File: src/rtl/bmd_pkg.sv
package bmd_pkg;
  typedef enum logic [1:0] {
    ST_IDLE = 2'd0,
    ST_RUN  = 2'd1,
    ST_FIN  = 2'd2
  } bmd_state_e;

  typedef enum logic {
    OP_MUL = 1'b0,
    OP_DIV = 1'b1
  } bmd_op_e;
endpackage

File: src/rtl/bmd_mul_step.sv
// One shift-add multiply iteration: conditionally add the multiplicand
// to the high half, then shift the {high, low} pair right by one bit.
module bmd_mul_step #(
  parameter int W = 8
) (
  input  logic [W-1:0] hi,
  input  logic [W-1:0] lo,
  input  logic [W-1:0] mcand,
  output logic [W-1:0] hi_n,
  output logic [W-1:0] lo_n
);
  logic [W:0] sum;

  always_comb begin
    sum  = {1'b0, hi} + (lo[0] ? {1'b0, mcand} : '0);
    hi_n = sum[W:1];
    lo_n = {sum[0], lo[W-1:1]};
  end
endmodule

File: src/rtl/bmd_div_step.sv
// One restoring divide iteration: shift the next dividend bit into the
// partial remainder and keep the trial difference when it does not borrow.
module bmd_div_step #(
  parameter int W = 8
) (
  input  logic [W-1:0] rem,
  input  logic [W-1:0] quo,
  input  logic [W-1:0] dvsr,
  output logic [W-1:0] rem_n,
  output logic [W-1:0] quo_n
);
  logic [W:0] part;
  logic [W:0] diff;

  always_comb begin
    part = {rem, quo[W-1]};
    diff = part - {1'b0, dvsr};
    if (!diff[W]) begin
      rem_n = diff[W-1:0];
      quo_n = {quo[W-2:0], 1'b1};
    end else begin
      rem_n = part[W-1:0];
      quo_n = {quo[W-2:0], 1'b0};
    end
  end
endmodule

File: src/rtl/bmd_ctrl.sv
// Sequencer: idle, W iteration cycles, one finish cycle.
module bmd_ctrl
  import bmd_pkg::*;
#(
  parameter int W = 8
) (
  input  logic clk,
  input  logic rst,
  input  logic start,
  input  logic skip_run,
  output logic load,
  output logic step,
  output logic finish,
  output logic busy
);
  localparam int CW = (W > 2) ? $clog2(W) : 1;
  localparam logic [CW-1:0] LAST = CW'(W - 1);

  bmd_state_e st_q;
  logic [CW-1:0] cnt_q;

  assign busy   = (st_q != ST_IDLE);
  assign load   = (st_q == ST_IDLE) && start;
  assign step   = (st_q == ST_RUN);
  assign finish = (st_q == ST_FIN);

  always_ff @(posedge clk) begin
    if (rst) begin
      st_q  <= ST_IDLE;
      cnt_q <= '0;
    end else begin
      case (st_q)
        ST_IDLE: begin
          cnt_q <= '0;
          if (start) st_q <= skip_run ? ST_FIN : ST_RUN;
        end
        ST_RUN: begin
          if (cnt_q == LAST) begin
            cnt_q <= '0;
            st_q  <= ST_FIN;
          end else begin
            cnt_q <= cnt_q + 1'b1;
          end
        end
        ST_FIN:  st_q <= ST_IDLE;
        default: st_q <= ST_IDLE;
      endcase
    end
  end

  // the loop ends after the last count
  p_loop_end_r5: assert property (@(posedge clk) disable iff (rst)
    (st_q == ST_RUN && cnt_q == LAST) |=> (st_q == ST_FIN));

  // a finish cycle is followed by idle
  p_finish_once_r7: assert property (@(posedge clk) disable iff (rst)
    (st_q == ST_FIN) |=> (st_q == ST_IDLE));

  // the counter is only non-zero inside the loop
  p_cnt_clear_r5: assert property (@(posedge clk) disable iff (rst)
    (st_q != ST_RUN) |-> (cnt_q == '0));
endmodule

File: src/rtl/bmd_unit.sv
module bmd_unit
  import bmd_pkg::*;
#(
  parameter int W = 8
) (
  input  logic         clk,
  input  logic         rst,
  input  logic         start,
  input  logic         op_div,
  input  logic [W-1:0] acc_in,
  input  logic [W-1:0] breg_in,
  output logic         done,
  output logic [W-1:0] acc_out,
  output logic [W-1:0] breg_out,
  output logic         cy_out,
  output logic         ov_out
);
  logic load, step, finish, busy;
  logic skip_run;

  bmd_op_e     op_q;
  logic        zdiv_q;
  logic [W-1:0] opnd_q;
  logic [W-1:0] hi_q, lo_q;
  logic [W-1:0] m_hi, m_lo, d_hi, d_lo;

  assign skip_run = op_div && (breg_in == '0);

  bmd_ctrl #(.W(W)) u_ctrl (
    .clk      (clk),
    .rst      (rst),
    .start    (start),
    .skip_run (skip_run),
    .load     (load),
    .step     (step),
    .finish   (finish),
    .busy     (busy)
  );

  bmd_mul_step #(.W(W)) u_mul (
    .hi    (hi_q),
    .lo    (lo_q),
    .mcand (opnd_q),
    .hi_n  (m_hi),
    .lo_n  (m_lo)
  );

  bmd_div_step #(.W(W)) u_div (
    .rem   (hi_q),
    .quo   (lo_q),
    .dvsr  (opnd_q),
    .rem_n (d_hi),
    .quo_n (d_lo)
  );

  // Shared working registers: high half / remainder, low half / quotient
  always_ff @(posedge clk) begin
    if (rst) begin
      op_q   <= OP_MUL;
      zdiv_q <= 1'b0;
      opnd_q <= '0;
      hi_q   <= '0;
      lo_q   <= '0;
    end else if (load) begin
      op_q   <= op_div ? OP_DIV : OP_MUL;
      zdiv_q <= skip_run;
      opnd_q <= breg_in;
      hi_q   <= '0;
      lo_q   <= acc_in;
    end else if (step) begin
      if (op_q == OP_DIV) begin
        hi_q <= d_hi;
        lo_q <= d_lo;
      end else begin
        hi_q <= m_hi;
        lo_q <= m_lo;
      end
    end
  end

  // Registered results
  always_ff @(posedge clk) begin
    if (rst) begin
      done     <= 1'b0;
      acc_out  <= '0;
      breg_out <= '0;
      ov_out   <= 1'b0;
    end else begin
      done <= finish;
      if (finish) begin
        acc_out  <= lo_q;
        breg_out <= hi_q;
        ov_out   <= (op_q == OP_DIV) ? zdiv_q : (hi_q != '0);
      end
    end
  end

  assign cy_out = 1'b0;

  // a valid remainder is below the divisor
  p_rem_below_r3: assert property (@(posedge clk) disable iff (rst)
    (done && op_q == OP_DIV && !ov_out) |-> (breg_out < opnd_q));

  // zero divisor finishes without iterating
  p_zero_div_fast_r4: assert property (@(posedge clk) disable iff (rst)
    (load && skip_run) |=> ##1 done);

  // done is a single-cycle pulse
  p_done_pulse_r7: assert property (@(posedge clk) disable iff (rst)
    done |=> !done);

  // a start while busy leaves the captured operation alone
  p_ignore_busy_r8: assert property (@(posedge clk) disable iff (rst)
    (busy && start) |=> ($stable(opnd_q) && $stable(op_q)));

  // results change only together with done
  p_hold_out_r9: assert property (@(posedge clk) disable iff (rst)
    !done |-> ($stable(acc_out) && $stable(breg_out) && $stable(ov_out)));
endmodule

File: config.mk
export PLATFORM = sky130hd
export DESIGN_NAME = bmd_unit
export DESIGN_NICKNAME = d
export VERILOG_FILES = /design/src/rtl/bmd_pkg.sv /design/src/rtl/bmd_mul_step.sv /design/src/rtl/bmd_div_step.sv /design/src/rtl/bmd_ctrl.sv /design/src/rtl/bmd_unit.sv
export SDC_FILE = /design/constraint.sdc
export NUM_CORES = 1
export LEC_CHECK = 0
export BUFFER_PORTS_ARGS = -buffer_cell sky130_fd_sc_hd__buf_2
export CAP_MARGIN = 10
export CORE_UTILIZATION = 30
export CTS_CLUSTER_SIZE = 30
export DETAILED_ROUTE_END_ITERATION = 8
export GPL_ROUTABILITY_DRIVEN = 0
export SETUP_SLACK_MARGIN = 0.1
export SYNTH_ARGS = -nofsm -noshare
export SYNTH_HDL_FRONTEND = slang
export SYNTH_SLANG_ARGS = --single-unit
File: constraint.sdc
create_clock -name clk -period 2.61 [get_ports clk]
set_clock_uncertainty 0.05 [all_clocks]
set_input_delay 0.261 -clock clk [delete_from_list [all_inputs] [get_ports clk]]
set_output_delay 0.261 -clock clk [all_outputs]
set_load 0.01 [all_outputs]
## Yosys cells after proc, flatten, opt, wreduce, memory -nomap -nowiden

Index checks and enable logic that the tools add are counted.

| word-level totals | value |
|---|---|
| bits in registers | 49 |
| input port bits | 20 |

| cells by class | value |
|---|---|
| add/sub/neg operators | 3 |
| equal/unequal tests | 5 |
| multiplexer cells | 15 |
| reduce and logical (&&, ||, !) cells | 9 |

Operators by type and width:

| operator | number |
|---|---|
| 2-to-1 mux 8 bit | 6 |
| adder 8 x 9 -> 9 bit | 1 |
| subtractor 9 x 8 -> 9 bit | 1 |
| logical NOT 8 bit | 1 |
| nonzero test 8 bit | 1 |
| 2-to-1 mux 2 bit | 3 |
| case mux 3 bit (2 select lines) | 1 |
| case mux 2 bit (2 select lines) | 1 |
| nonzero test 2 bit | 2 |
| adder 3 x 1 -> 3 bit, second input constant | 1 |
| equality test 3 bit, second input constant | 1 |
| 2-to-1 mux 1 bit | 3 |
| 2-to-1 mux 3 bit | 1 |
| equality test 2 x 1 -> 1 bit, second input constant | 1 |
| equality test 2 bit, second input constant | 1 |
| logical AND 1 bit | 2 |
| logical NOT 2 bit | 1 |
| != test 2 x 1 -> 1 bit, second input constant | 1 |
| != test 2 bit, second input constant | 1 |
| AND reduction 2 bit | 1 |
| OR reduction 2 bit | 1 |

## Logic depth before layout (Yosys ltp)

Gate-level depths: netlist (run 1).

| logic depth | value |
|---|---|
| depth after elaboration | 5 |
| mapped depth | 11 |
| depth with buffers taken out | 10 |

## Modules after synthesis

From an unflattened synthesis (run 1), not the netlist that was laid out.

| second synthesis, totals | value |
|---|---|
| cell total of the unflattened synthesis | 340 |
| area total of the unflattened synthesis | 3075.4 um^2 |

Modules (own cells, without submodules):

| module | times used | cells an instance | area an instance (um^2) | sequential area each (um^2) |
|---|---|---|---|---|
| bmd_unit | 1 | 190 | 1860.5 | 880.8 |
| bmd_div_step | 1 | 65 | 538.0 | 0.0 |
| bmd_mul_step | 1 | 57 | 426.7 | 0.0 |
| bmd_ctrl | 1 | 28 | 250.2 | 100.1 |

## Least setup slack after synthesis (run 1)

No wires, ideal clock.

| timing path | value |
|---|---|
| kind | register to register |
| start point | register lo_q[7] |
| end point | register hi_q[7] |
| library setup time | 115 ps |
| arrival time | 2468 ps |
| data required time | 2445 ps |
| path slack | -24 ps |
| cell stages (with the launch flop) | 10 |
| period minus slack after synthesis | 2634 ps |
| cell sequence | dfxtp_1 inv_1 ha_1 fa_1 nand2b_1 a211o_1 a211oi_4 nor2_4 or3_1 a31o_1 |

| on the way | value |
|---|---|
| cells in the longest elaborated chain, start to end | 3 |

RTL lines:

| item | RTL line | source |
|---|---|---|
| start: declaration | bmd_unit.sv:24 | `logic [W-1:0] hi_q, lo_q;` |
| start signal: assignment | bmd_unit.sv:69 | `lo_q <= acc_in;` |
| start signal: assignment | bmd_unit.sv:73 | `lo_q <= d_lo;` |
| start signal: assignment | bmd_unit.sv:76 | `lo_q <= m_lo;` |
| subtractor 9 x 8 -> 9 bit | bmd_div_step.sv:17 | `diff = part - {1'b0, dvsr};` |
| 2-to-1 mux 8 bit | bmd_div_step.sv:18 | `if (!diff[W]) begin` |
| 2-to-1 mux 8 bit | bmd_unit.sv:71 | `if (op_q == OP_DIV) begin` |
| end signal: assignment | bmd_unit.sv:72 | `hi_q <= d_hi;` |
| end signal: assignment | bmd_unit.sv:75 | `hi_q <= m_hi;` |
| end: declaration | bmd_unit.sv:24 |  |

Every way passes these cells.
A chain may end at the register's enable or synchronous reset.

## Final worst setup path (run 1)

| timing path | value |
|---|---|
| start point | register lo_q[7] |
| end point | register hi_q[1] |

Same word-level chain as after synthesis.

==> Implementation_results.wiki, run 1 <==
{| class="wikitable"
! Metric !! Value
|-
| Run status || finished clean
|-
| Maximum frequency from static timing analysis || between 400 and 500 MHz
|-
| Min-delay worst type || in2reg
|-
| Buffer levels on the longest clock path || 2
|-
| Ratio of total power to cell area || roughly 500 nW/µm²
|-
| Die height || about 100 µm
|-
| Number of antenna violations at the first check in global routing || 0
|-
| Part of the total power dissipated in the clock network || 0.287
|-
| Overflow left after global routing || 0
|-
| Root buf cell || sky130_fd_sc_hd__clkbuf_8
|-
| Worst hold-check slack || between 0.1 and 0.15 ns
|-
| Synthesized instance count || between 300 and 400
|-
| Critical path data required time || roughly 2.8 ns
|-
| Fraction of power spent switching nets || 0.3252
|-
| Peak fanout along the critical path || 8
|-
| Number of diodes || 0
|-
| Die area || ~10000 µm²
|-
| Hold Violations, Final || 0
|-
| Combinational group share of total power || 0.243
|-
| DIE WIDTH || around 100 µm
|-
| Flop pwr share || 0.470
|-
| Drt first-iter violations || between 150 and 200
|-
| Post-route ant nets || 0
|-
| Cell area after technology mapping || 2864 µm²
|-
| Critical Path AT || 2.67 ns
|-
| Proportion of layout cells with a drive suffix above 1 || 0.1927
|-
| # fillers || a little under 1000
|-
| Net switching power figure || between 0.5 and 0.6 mW
|-
| Period Utilization, post-route || 0.9469
|-
| Critical register-to-register path endpoint || hi_q[1]
|-
| TritonCTS clock tree || yes
|-
| Critical path startpoint category || flip-flop
|-
| Worst Reg-to-Reg Cells || 9
|-
| Multi-input gate area in the final layout || around 1800 µm²
|-
| Detailed Route WL || 7679 µm
|-
| Cell Count Post-Placement || 530
|-
| Number of buffers inserted for hold repair after clock tree synthesis || 0
|-
| Syn avg cell area || 7.762 µm²
|-
| Number of flip-flops and latches in the synthesized netlist || slightly below 50
|-
| Post-DP HPWL || around 5700 µm
|-
| Sequential fraction of the synthesis area || 0.3425
|-
| Count of nets after finishing || 449
|-
| Synth async-reset ratio || 0
|-
| Number of ports placed on the die boundary || 39
|-
| Number of warning messages in the yosys log || 0
|-
| Post-layout instance count excluding filler cells || approximately 540
|-
| Sinks on Clock Net || 49
|-
| Total routing usage reported by global routing || 0.1612
|-
| Tmin final || between 2 and 2.5 ns
|-
| Top FF cell, synth || sky130_fd_sc_hd__dfxtp_1
|-
| Area after DPL || about 3300 µm²
|-
| Final max-slew violation count || 0
|-
| Setup TNS || 0 ns
|-
| Initial Utilization || 0.3100
|-
| Clock transition at the register clock pins on the worst setup and hold paths after CTS || approximately 0.11 ns
|-
| Setup crit end kind || flip-flop
|-
| Hold Crit Start || breg_in[1]
|-
| Count of port buffers added during placement || 37
|-
| Headroom to the max-slew limit || 0.5342
|-
| Largest net degree at the start of global routing || 44
|-
| Worst reg2reg path startpoint || lo_q[7]
|-
| Number of enable flip-flop cells after synthesis || 0
|-
| Number of cells on the worst hold path || 3
|-
| Max capacitance violation total || 0
|-
| P_leak || roughly 1.4 nW
|-
| Unique masters post-synth || 52
|-
| Post-route cell area || between 3000 and 4000 µm²
|-
| Register cell area after layout || approximately 980 µm²
|-
| Row count || 35
|-
| IR Drop Worst-Case VDD || approximately 0.34 mV
|-
| Number of iterations in the first detailed-routing pass || 4
|-
| Vias in the first global route || about 2600
|-
| Internal power || 1.162 mW
|-
| Inserted Clock Buffers || 5
|-
| Core region area || between 9000 and 10000 µm²
|-
| Register-to-register path setup slack || about 0.14 ns
|-
| Clock latency at the later pin of the worst-skew pair || around 0.32 ns
|-
| Hold worst-path end || opnd_q[1]
|-
| Final setup violation count || 0
|-
| H-Tree Level Count || 2
|-
| Wire length of the first global-routing pass || 12620 µm
|-
| Residual DRC count || 0
|-
| Setup repair after global routing missed its margin || yes
|-
| Type of the worst setup path || reg2reg
|-
| Area growth, synth to finish || 19.35%
|-
| Slew at the pin closest to its max-slew limit || approximately 0.70 ns
|-
| Via density per instance || 5.024
|-
| Avg WL per Cell || between 10 and 15 µm
|-
| Post-Syn Nets || 409
|-
| Via total after detailed routing || 2708
|}
critical path: stages (launching register included):
cell,delay (ns)
sky130_fd_sc_hd__dfxtp_2,0.34
sky130_fd_sc_hd__inv_2,0.04
sky130_fd_sc_hd__ha_4,0.15
sky130_fd_sc_hd__fa_2,0.34
sky130_fd_sc_hd__nand2b_4,0.15
sky130_fd_sc_hd__a211o_4,0.35
sky130_fd_sc_hd__a41o_4,0.30
sky130_fd_sc_hd__nor2_4,0.20
sky130_fd_sc_hd__mux2_4,0.32
sky130_fd_sc_hd__a211oi_2,0.16
per-stage QoR:
step	utilization	power, mW	worst slack (ns)
after floorplan	-	1.096	0.1121
after detailed placement	0.3541	1.218	0.06789
after CTS	0.3656	1.718	0.1192
final	0.3699	1.721	0.1387
after global routing	0.3699	1.816	0.05657
after global placement	0.3541	1.212	0.1060
cell usage after synthesis (all sizes together) (4+ instances only):
cell type | instances | area (µm²)
nand2b | 4 | 25.02
nor4 | 4 | 25.02
nand3 | 4 | 20.02
nor3 | 6 | 30.03
dfxtp | 49 | 980.9
o21ai | 11 | 55.05
nand2 | 63 | 236.5
ha | 18 | 225.2
inv | 15 | 56.30
nor2b | 5 | 31.28
and2 | 8 | 50.05
nor2 | 36 | 142.6
a211oi | 9 | 85.08
mux2i | 11 | 110.1
a21oi | 49 | 245.2
clkbuf | 18 | 67.56
xor2 | 5 | 43.79
buf | 5 | 23.77
o21a | 4 | 30.03
cell usage in the layout (no fill, tap or decap), types with 3 or more instances in the layout:
master / count
sky130_fd_sc_hd__nand2_1: 63
sky130_fd_sc_hd__a21oi_1: 49
sky130_fd_sc_hd__dfxtp_1: 47
sky130_fd_sc_hd__buf_2: 37
sky130_fd_sc_hd__nor2_1: 35
sky130_fd_sc_hd__ha_1: 17
sky130_fd_sc_hd__buf_4: 17
sky130_fd_sc_hd__inv_1: 14
sky130_fd_sc_hd__o21ai_0: 11
sky130_fd_sc_hd__mux2i_1: 11
sky130_fd_sc_hd__and2_1: 7
sky130_fd_sc_hd__a211oi_1: 7
sky130_fd_sc_hd__nor3_1: 6
sky130_fd_sc_hd__nor2b_1: 5
sky130_fd_sc_hd__xor2_1: 5
sky130_fd_sc_hd__clkbuf_8: 5
sky130_fd_sc_hd__nand3_1: 4
sky130_fd_sc_hd__nor4_1: 4
sky130_fd_sc_hd__o21a_1: 4
sky130_fd_sc_hd__nand2b_1: 3
sky130_fd_sc_hd__or3_1: 3
sky130_fd_sc_hd__o21bai_1: 3
sky130_fd_sc_hd__a22oi_1: 3
sky130_fd_sc_hd__xnor2_1: 3
sky130_fd_sc_hd__o211ai_1: 3
routing by layer:
layer / global-route usage / up-vias / wire length [µm]
met5: 0 / - / 0
met4: 0.05090 / 0 / 160
met3: 0.03233 / 13 / 279
met2: 0.2679 / 49 / 3600
met1: 0.2087 / 1289 / 3638
li1: - / 1357 / -
state kept, by name, summed over array words and instances (netlist names):
register / cells
acc_out: 8
breg_out: 8
done: 1
hi_q: 8
lo_q: 8
op_q: 1
opnd_q: 8
ov_out: 1
u_ctrl.cnt_q: 3
u_ctrl.st_q: 2
zdiv_q: 1
power groups by stage:
| stage | Clock [mW] | Sequential, mW | Combinational, mW |
|---|---|---|---|
| 2_1_floorplan | 0 | 0.811 | 0.285 |
| 3_5_place_dp | 0 | 0.826 | 0.392 |
| 3_3_place_gp | 0 | 0.825 | 0.387 |
| 5_1_grt | 0.541 | 0.815 | 0.461 |
| 4_1_cts | 0.511 | 0.809 | 0.398 |
| 6_report | 0.494 | 0.810 | 0.417 |
final cells by class:
class,count,area share
clock inverters,3,0.007687
multi-input cells,282,0.5227
inverters,15,0.01647
flip-flops and latches,49,0.2877
repair buffers,56,0.09810
well taps,129,0.04722
clock buffers,5,0.02013
worst max path at each step:
| stage | startpoint | end | slack (ns) |
|---|---|---|---|
| 2_1_floorplan | lo_q[7] | hi_q[7] | 0.11 |
| 3_3_place_gp | lo_q[7] | hi_q[1] | 0.11 |
| 3_5_place_dp | lo_q[7] | hi_q[1] | 0.07 |
| 4_1_cts | lo_q[7] | hi_q[1] | 0.12 |
| 5_1_grt | lo_q[7] | hi_q[1] | 0.06 |
| 6_report | lo_q[7] | hi_q[1] | 0.14 |
what timing repair did:
| item | in CTS | in global routing |
|---|---|---|
| resized for setup | 2 | 7 |
| setup buffers | 0 | 1 |
| hold endpoints to repair | 0 | 0 |
| setup endpoints to repair | 4 | 7 |
| pin swaps | 1 | 9 |
cell families (layout without fill, tap and decap cells):
family / Yosys count / after routing / synth area share
xor gates and xnor gates: 8 / 8 / 0.02447
DFF: 49 / 49 / 0.3425
adders and majority gates: 20 / 20 / 0.09262
and+or+nand+nor: 142 / 142 / 0.2241
buffers and inverters: 38 / 79 / 0.05155
other: 1 / 1 / 0.001309
muxes: 12 / 12 / 0.04238
AOI/OAI and AO/OA: 99 / 99 / 0.2211
No activity file was read; power rests on OpenSTA's default activity.
==> inputs of run 2 (changes only) <==
--- a/config.mk
+++ b/config.mk
@@ -10,7 +10,7 @@
 export CORE_UTILIZATION = 30
 export CTS_CLUSTER_SIZE = 30
 export DETAILED_ROUTE_END_ITERATION = 8
-export GPL_ROUTABILITY_DRIVEN = 0
+export REMOVE_ABC_BUFFERS = 1
 export SETUP_SLACK_MARGIN = 0.1
 export SYNTH_ARGS = -nofsm -noshare
 export SYNTH_HDL_FRONTEND = slang
==> run 2 against run 1 <==
Global-route usage decreased by 0.44 points. Utilization decreased by 0.15 points. Final area decreased by 0.40%. Largest cell class unchanged.
==> Implementation_results.wiki, run 2 (synthesis gave the netlist of run 1 again) <==
{| class="wikitable"
! Metric !! Value
|-
| Count of nets after finishing || between 400 and 500
|-
| Post-route ant nets || 0
|-
| Pre-CTS setup slack || roughly 0.052 ns
|-
| Critical Path AT || roughly 2.7 ns
|-
| Largest net degree at the start of global routing || 33
|-
| Row count || 35
|-
| H-Tree Level Count || 2
|-
| DIE WIDTH || about 100 µm
|-
| Drt first-iter violations || 131
|-
| Sinks on Clock Net || between 40 and 50
|-
| Critical path data required time || 2.77 ns
|-
| Residual DRC count || 0
|-
| Peak fanout along the critical path || 4
|-
| Min-delay worst type || in2reg
|-
| Die area || 9941 µm²
|-
| IR Drop Worst-Case VDD || around 0.22 mV
|-
| Fraction of power spent switching nets || 0.3194
|-
| Type of the worst setup path || reg2reg
|-
| Final WS setup || around 0.12 ns
|-
| Via total after detailed routing || approximately 2700
|-
| Flop pwr share || 0.472
|-
| Number of antenna violations at the first check in global routing || 0
|-
| Clock transition at the register clock pins on the worst setup and hold paths after CTS || 0.10 ns
|-
| Overflow left after global routing || 0
|-
| Wire length of the first global-routing pass || approximately 12000 µm
|-
| Combinational group share of total power || 0.248
|-
| Number of ports placed on the die boundary || 39
|-
| Detailed Route WL || 7425 µm
|-
| Number of diodes || 0
|-
| Final Core Density || 0.3685
|-
| Setup TNS || 0 ns
|-
| Via density per instance || about 5
|-
| Buffer levels on the longest clock path || 2
|-
| Maximum frequency from static timing analysis || approximately 400 MHz
|-
| Number of iterations in the first detailed-routing pass || 6
|-
| Register-to-register path setup slack || about 0.12 ns
|-
| # fillers || ~980
|-
| Most frequent cells in the layout || sky130_fd_sc_hd__nand2_1 (63), sky130_fd_sc_hd__a21oi_1 (49), sky130_fd_sc_hd__dfxtp_1 (47), sky130_fd_sc_hd__buf_2 (37), sky130_fd_sc_hd__nor2_1 (35)
|-
| Area growth, synth to finish || 18.87%
|-
| Ratio of total power to cell area || ~500 nW/µm²
|-
| Routability cong. || between 0.8 and 0.9
|-
| Period Utilization, post-route || 0.9522
|-
| Count of port buffers added during placement || 37
|-
| Final setup violation count || 0
|-
| Critical path startpoint category || flip-flop
|-
| Clock latency at the later pin of the worst-skew pair || 0.31 ns
|-
| Net switching power figure || 0.5456 mW
|-
| Inserted Clock Buffers || 5
|-
| Core region area || between 9000 and 10000 µm²
|-
| Avg WL per Cell || between 10 and 15 µm
|-
| Vias in the first global route || about 2600
|-
| Setup crit end kind || flip-flop
|-
| Multi-input gate area in the final layout || 1778 µm²
|-
| Total routing usage reported by global routing || 0.1567
|-
| Headroom to the max-slew limit || 0.5315
|-
| Tmin final || 2.485 ns
|-
| Proportion of layout cells with a drive suffix above 1 || 0.1883
|-
| Largest incremental delay on the critical path || roughly 0.4 ns
|-
| Slowest cell on crit path || sky130_fd_sc_hd__or4_1
|-
| Die height || ~100 µm
|-
| Worst hold-check slack || ~0.15 ns
|-
| Internal power || ~1.2 mW
|-
| CP bufs+invs || 1
|-
| P_leak || between 1 and 1.5 nW
|-
| Final max-slew violation count || 0
|-
| Post-DP HPWL || about 5600 µm
|-
| Root buf cell || sky130_fd_sc_hd__clkbuf_8
|-
| Slew at the pin closest to its max-slew limit || 0.7027 ns
|-
| Run status || finished clean
|-
| Max capacitance violation total || 0
|-
| TritonCTS clock tree || yes
|-
| Cell type group with the largest total delay on the critical path || compound AO/OA/AOI/OAI gates
|-
| Register cell area after layout || roughly 980 µm²
|-
| Total power || between 1.5 and 2 mW
|-
| Leading cell type in the layout, fill and taps excluded || sky130_fd_sc_hd__nand2_1
|-
| Initial Utilization || 0.3100
|-
| Part of the total power dissipated in the clock network || 0.280
|-
| Cells traversed along the worst timing path || inv_2 > ha_4 > fa_2 > nand2b_4 > a211o_4 > a41o_4 > or4_1 > a31o_1
|-
| Setup repair after global routing missed its margin || yes
|-
| Hold Violations, Final || 0
|-
| Number of buffers inserted for hold repair after clock tree synthesis || 0
|}
## run 2: through the flow
| stage | cells | instance area (µm²) |
|---|---|---|
| after floorplan | 346 | 2773 |
| after global placement | 529 | 3247 |
| after detailed placement | 529 | 3247 |
| after CTS | 538 | 3362 |
| after global routing | 538 | 3405 |
| final | 538 | 3405 |
## run 2: worst reg2reg max path: stages, from the launching register on
cell and delay (ns):
sky130_fd_sc_hd__dfxtp_2 0.35, sky130_fd_sc_hd__inv_2 0.04, sky130_fd_sc_hd__ha_4 0.15, sky130_fd_sc_hd__fa_2 0.34, sky130_fd_sc_hd__nand2b_4 0.16, sky130_fd_sc_hd__a211o_4 0.35, sky130_fd_sc_hd__a41o_4 0.31, sky130_fd_sc_hd__or4_1 0.41
sky130_fd_sc_hd__a31o_1 0.22
## run 2: layer usage
layer,GRT usage,share of wire
met1,0.2145,0.49
met2,0.2536,0.46
met3,0.02460,0.036
met4,0.04525,0.015
met5,0,0
## run 2: layout make-up
cell class / instances / area share
timing repair buffer: 55 / 0.09739
clock inverter: 3 / 0.007350
sequential: 49 / 0.2889
multi-input combinational: 282 / 0.5222
clock buffer: 5 / 0.02021
inverter: 15 / 0.01654
tap: 129 / 0.04741
## run 2: timing repair
item / CTS / global route
resized for setup: 4 / 10
buffers inserted: 1 / 0
pin swaps: 3 / 7
endpoints found under the setup margin: 6 / 9
## run 2: worst paths after layout
kind | startpoint | endpoint | depth (start not counted)
worst max register to register | lo_q[7] | hi_q[7] | 8
worst max-delay path | lo_q[7] | hi_q[7] | 8
worst min register to register | acc_out[0] | acc_out[0] | 2
worst min-delay path | op_div | op_q | 3
## run 2: power groups by stage
| stage | Combinational, mW | Sequential [mW] | Clock (mW) |
|---|---|---|---|
| 2_1_floorplan | 0.254 | 0.819 | 0 |
| 3_3_place_gp | 0.384 | 0.821 | 0 |
| 3_5_place_dp | 0.390 | 0.822 | 0 |
| 4_1_cts | 0.400 | 0.805 | 0.503 |
| 5_1_grt | 0.467 | 0.811 | 0.543 |
| 6_report | 0.424 | 0.806 | 0.479 |
==> inputs of run 3 (changes only) <==
--- a/config.mk
+++ b/config.mk
@@ -7,9 +7,11 @@
 export LEC_CHECK = 0
 export BUFFER_PORTS_ARGS = -buffer_cell sky130_fd_sc_hd__buf_2
 export CAP_MARGIN = 10
-export CORE_UTILIZATION = 30
+export CORE_MARGIN = 2
+export CORE_UTILIZATION = 52
 export CTS_CLUSTER_SIZE = 30
 export DETAILED_ROUTE_END_ITERATION = 8
+export PLACE_DENSITY = 0.76
 export REMOVE_ABC_BUFFERS = 1
 export SETUP_SLACK_MARGIN = 0.1
 export SYNTH_ARGS = -nofsm -noshare
==> run 3 against run 2 <==
Setup slack worse by 0.075 ns. Critical endpoint unchanged. Non-clock buffer count up 5. Critical path depth unchanged. Final cell count down 9.7%. Register-to-register slack worse by 0.07 ns. Worst hold slack worse by 0.0077 ns. Global-route usage up 8.7 points. First-iteration DRC count up 70%. Utilization up 25 points. Sequential share of layout area up 0.48 points. Final area down 1.5%.
==> Implementation_results.wiki, run 3 (synthesis gave the netlist of run 1 again) <==
{| class="wikitable"
! Metric !! Value
|-
| Worst hold-check slack || about 0.14 ns
|-
| Number of cells on the worst hold path || 3
|-
| Area growth, synth to finish || 17.08%
|-
| Vias in the first global route || 2518
|-
| Hold Violations, Final || 0
|-
| Core region area || 5405 µm²
|-
| Post-DP HPWL || ~5200 µm
|-
| Die height || 78.22 µm
|-
| Critical register-to-register path endpoint || hi_q[7]
|-
| Cells traversed along the worst timing path || inv_2 > ha_4 > fa_2 > nand2b_4 > a211o_1 > a41o_1 > or4_1 > a31o_1
|-
| Root buf cell || sky130_fd_sc_hd__clkbuf_8
|-
| Post-route ant nets || 0
|-
| Ratio of total power to cell area || 511.8 nW/µm²
|-
| Via total after detailed routing || approximately 2700
|-
| Tmin final || 2.560 ns
|-
| Inserted Clock Buffers || 5
|-
| DIE WIDTH || between 70 and 80 µm
|-
| Via density per instance || between 5 and 6
|-
| Wire length of the first global-routing pass || 11910 µm
|-
| Final setup violation count || 0
|-
| Avg WL per Cell || ~15 µm
|-
| Slew at the pin closest to its max-slew limit || around 0.7 ns
|-
| IR Drop Worst-Case VDD || 0.2665 mV
|-
| Setup crit end kind || flip-flop
|-
| Setup repair after global routing missed its margin || yes
|-
| Period Utilization, post-route || 0.9809
|-
| # fillers || 500
|-
| Total routing usage reported by global routing || 0.2433
|-
| Most frequent cells in the layout || sky130_fd_sc_hd__nand2_1 (63), sky130_fd_sc_hd__a21oi_1 (49), sky130_fd_sc_hd__dfxtp_1 (46), sky130_fd_sc_hd__buf_2 (37), sky130_fd_sc_hd__nor2_1 (35)
|-
| Run status || finished clean
|-
| Critical path data required time || 2.77 ns
|-
| Hold Crit Start || breg_in[5]
|-
| Post-route cell area || approximately 3400 µm²
|-
| Final max-slew violation count || 0
|-
| Peak fanout along the critical path || 4
|-
| Critical Path AT || around 2.7 ns
|-
| Drt first-iter violations || approximately 220
|-
| Count of nets after finishing || 453
|-
| Largest incremental delay on the critical path || approximately 0.50 ns
|-
| Detailed Route WL || roughly 7300 µm
|-
| Max capacitance violation total || 0
|-
| CP bufs+invs || 1
|-
| Number of antenna violations at the first check in global routing || 0
|-
| P_leak || roughly 1.4 nW
|-
| Clock latency at the later pin of the worst-skew pair || approximately 0.31 ns
|-
| Residual DRC count || 0
|-
| Type of the worst setup path || reg2reg
|-
| Largest net degree at the start of global routing || 27
|-
| Overflow left after global routing || 0
|-
| Clock transition at the register clock pins on the worst setup and hold paths after CTS || 0.11 ns
|-
| Initial Utilization || 0.5299
|-
| Number of diodes || 0
|-
| Worst reg2reg path startpoint || lo_q[7]
|-
| Critical path startpoint category || flip-flop
|-
| Number of iterations in the first detailed-routing pass || 4
|-
| Maximum frequency from static timing analysis || just under 400 MHz
|-
| Routability cong. || 0.9313
|-
| Slowest cell on crit path || sky130_fd_sc_hd__or4_1
|-
| Die area || 6118 µm²
|-
| Setup TNS || 0 ns
|-
| Buffer levels on the longest clock path || 2
|-
| Leading cell type in the layout, fill and taps excluded || sky130_fd_sc_hd__nand2_1
|-
| Register-to-register path setup slack || between 0.04 and 0.05 ns
|-
| Proportion of layout cells with a drive suffix above 1 || 0.1981
|-
| H-Tree Level Count || 2
|-
| Sinks on Clock Net || slightly below 50
|-
| Area after DPL || between 3000 and 4000 µm²
|-
| Number of ports placed on the die boundary || 39
|-
| Cell type group with the largest total delay on the critical path || compound AO/OA/AOI/OAI gates
|-
| Count of port buffers added during placement || 37
|-
| TritonCTS clock tree || yes
|-
| Hold worst-path end || opnd_q[5]
|-
| Worst Reg-to-Reg Cells || 8
|-
| Min-delay worst type || in2reg
|-
| Row count || 27
|-
| Headroom to the max-slew limit || 0.5389
|}
[run 3: cell count changes in the layout (fill, tap and decap cells not counted)]
cell,previous run,this run
sky130_fd_sc_hd__dfxtp_2,2,3
sky130_fd_sc_hd__o31ai_1,2,1
sky130_fd_sc_hd__mux2_4,0,1
sky130_fd_sc_hd__o31ai_2,0,1
sky130_fd_sc_hd__buf_6,3,1
sky130_fd_sc_hd__a41o_1,0,1
sky130_fd_sc_hd__a211o_4,1,0
sky130_fd_sc_hd__dfxtp_1,47,46
sky130_fd_sc_hd__mux2_2,1,0
sky130_fd_sc_hd__buf_4,15,22
sky130_fd_sc_hd__a41o_4,1,0
sky130_fd_sc_hd__a211o_1,0,1
[run 3: per-stage QoR]
step	instances	total power [mW]	util	worst slack (ns)
floorplan	346	1.073	-	-0.02369
global placement	473	1.199	0.5889	0.08375
global route	486	1.795	0.6204	0.009077
finish	486	1.716	0.6204	0.04995
CTS	482	1.693	0.6118	0.08295
detailed placement	473	1.206	0.5889	-0.04691
[run 3: layout make-up]
cell class	instances	area, µm²	share of cell area
Clock buffer	5	68.82	0.02052
Clock inverter	3	25.02	0.007463
Inverter	15	56.30	0.01679
Multi-Input combinational cell	282	1767	0.5269
Sequential cell	49	984.7	0.2937
Tap cell	72	90.09	0.02687
Timing Repair Buffer	60	361.6	0.1078
[run 3: repair_timing]
item | 4_1_cts | 5_1_grt
setup endpoints to repair | 7 | 9
pin swaps | 5 | 7
resized for setup | 7 | 6
hold buffers | 0 | 0
buffers inserted | 1 | 4
[run 3: worst register-to-register path: stages, from the launching register on]
cell and delay (ns):
sky130_fd_sc_hd__dfxtp_2 0.35, sky130_fd_sc_hd__inv_2 0.04, sky130_fd_sc_hd__ha_4 0.16, sky130_fd_sc_hd__fa_2 0.34
sky130_fd_sc_hd__nand2b_4 0.15, sky130_fd_sc_hd__a211o_1 0.32, sky130_fd_sc_hd__a41o_1 0.33, sky130_fd_sc_hd__or4_1 0.50
sky130_fd_sc_hd__a31o_1 0.22
[run 3: metal layers]
| layer | global-route usage | part of all wire | up-vias | routed length, µm |
|---|---|---|---|---|
| li1 | - | - | 1362 | - |
| met1 | 0.3321 | 0.46 | 1269 | 3315 |
| met2 | 0.3793 | 0.46 | 89 | 3337 |
| met3 | 0.04483 | 0.060 | 21 | 435 |
| met4 | 0.1018 | 0.025 | 0 | 183 |
| met5 | 0 | 0 | - | 0 |
[run 3: how the worst max path moves through the flow]
stage | startpoint | to | slack, ns | cells after the start
finish | lo_q[7] | hi_q[7] | 0.05 | 8
global route | lo_q[7] | hi_q[7] | 0.009 | 8
CTS | lo_q[7] | hi_q[2] | 0.08 | 9
detailed placement | lo_q[7] | hi_q[2] | -0.05 | 9
global placement | lo_q[7] | hi_q[7] | 0.08 | 8
floorplan | lo_q[7] | hi_q[7] | -0.02 | 9
[run 3: report_power, final]
part | switching (mW) | internal [mW]
Combinational | 0.234 | 0.195
Sequential | 0.0299 | 0.775
Clock | 0.286 | 0.196
Total | 0.550 | 1.17
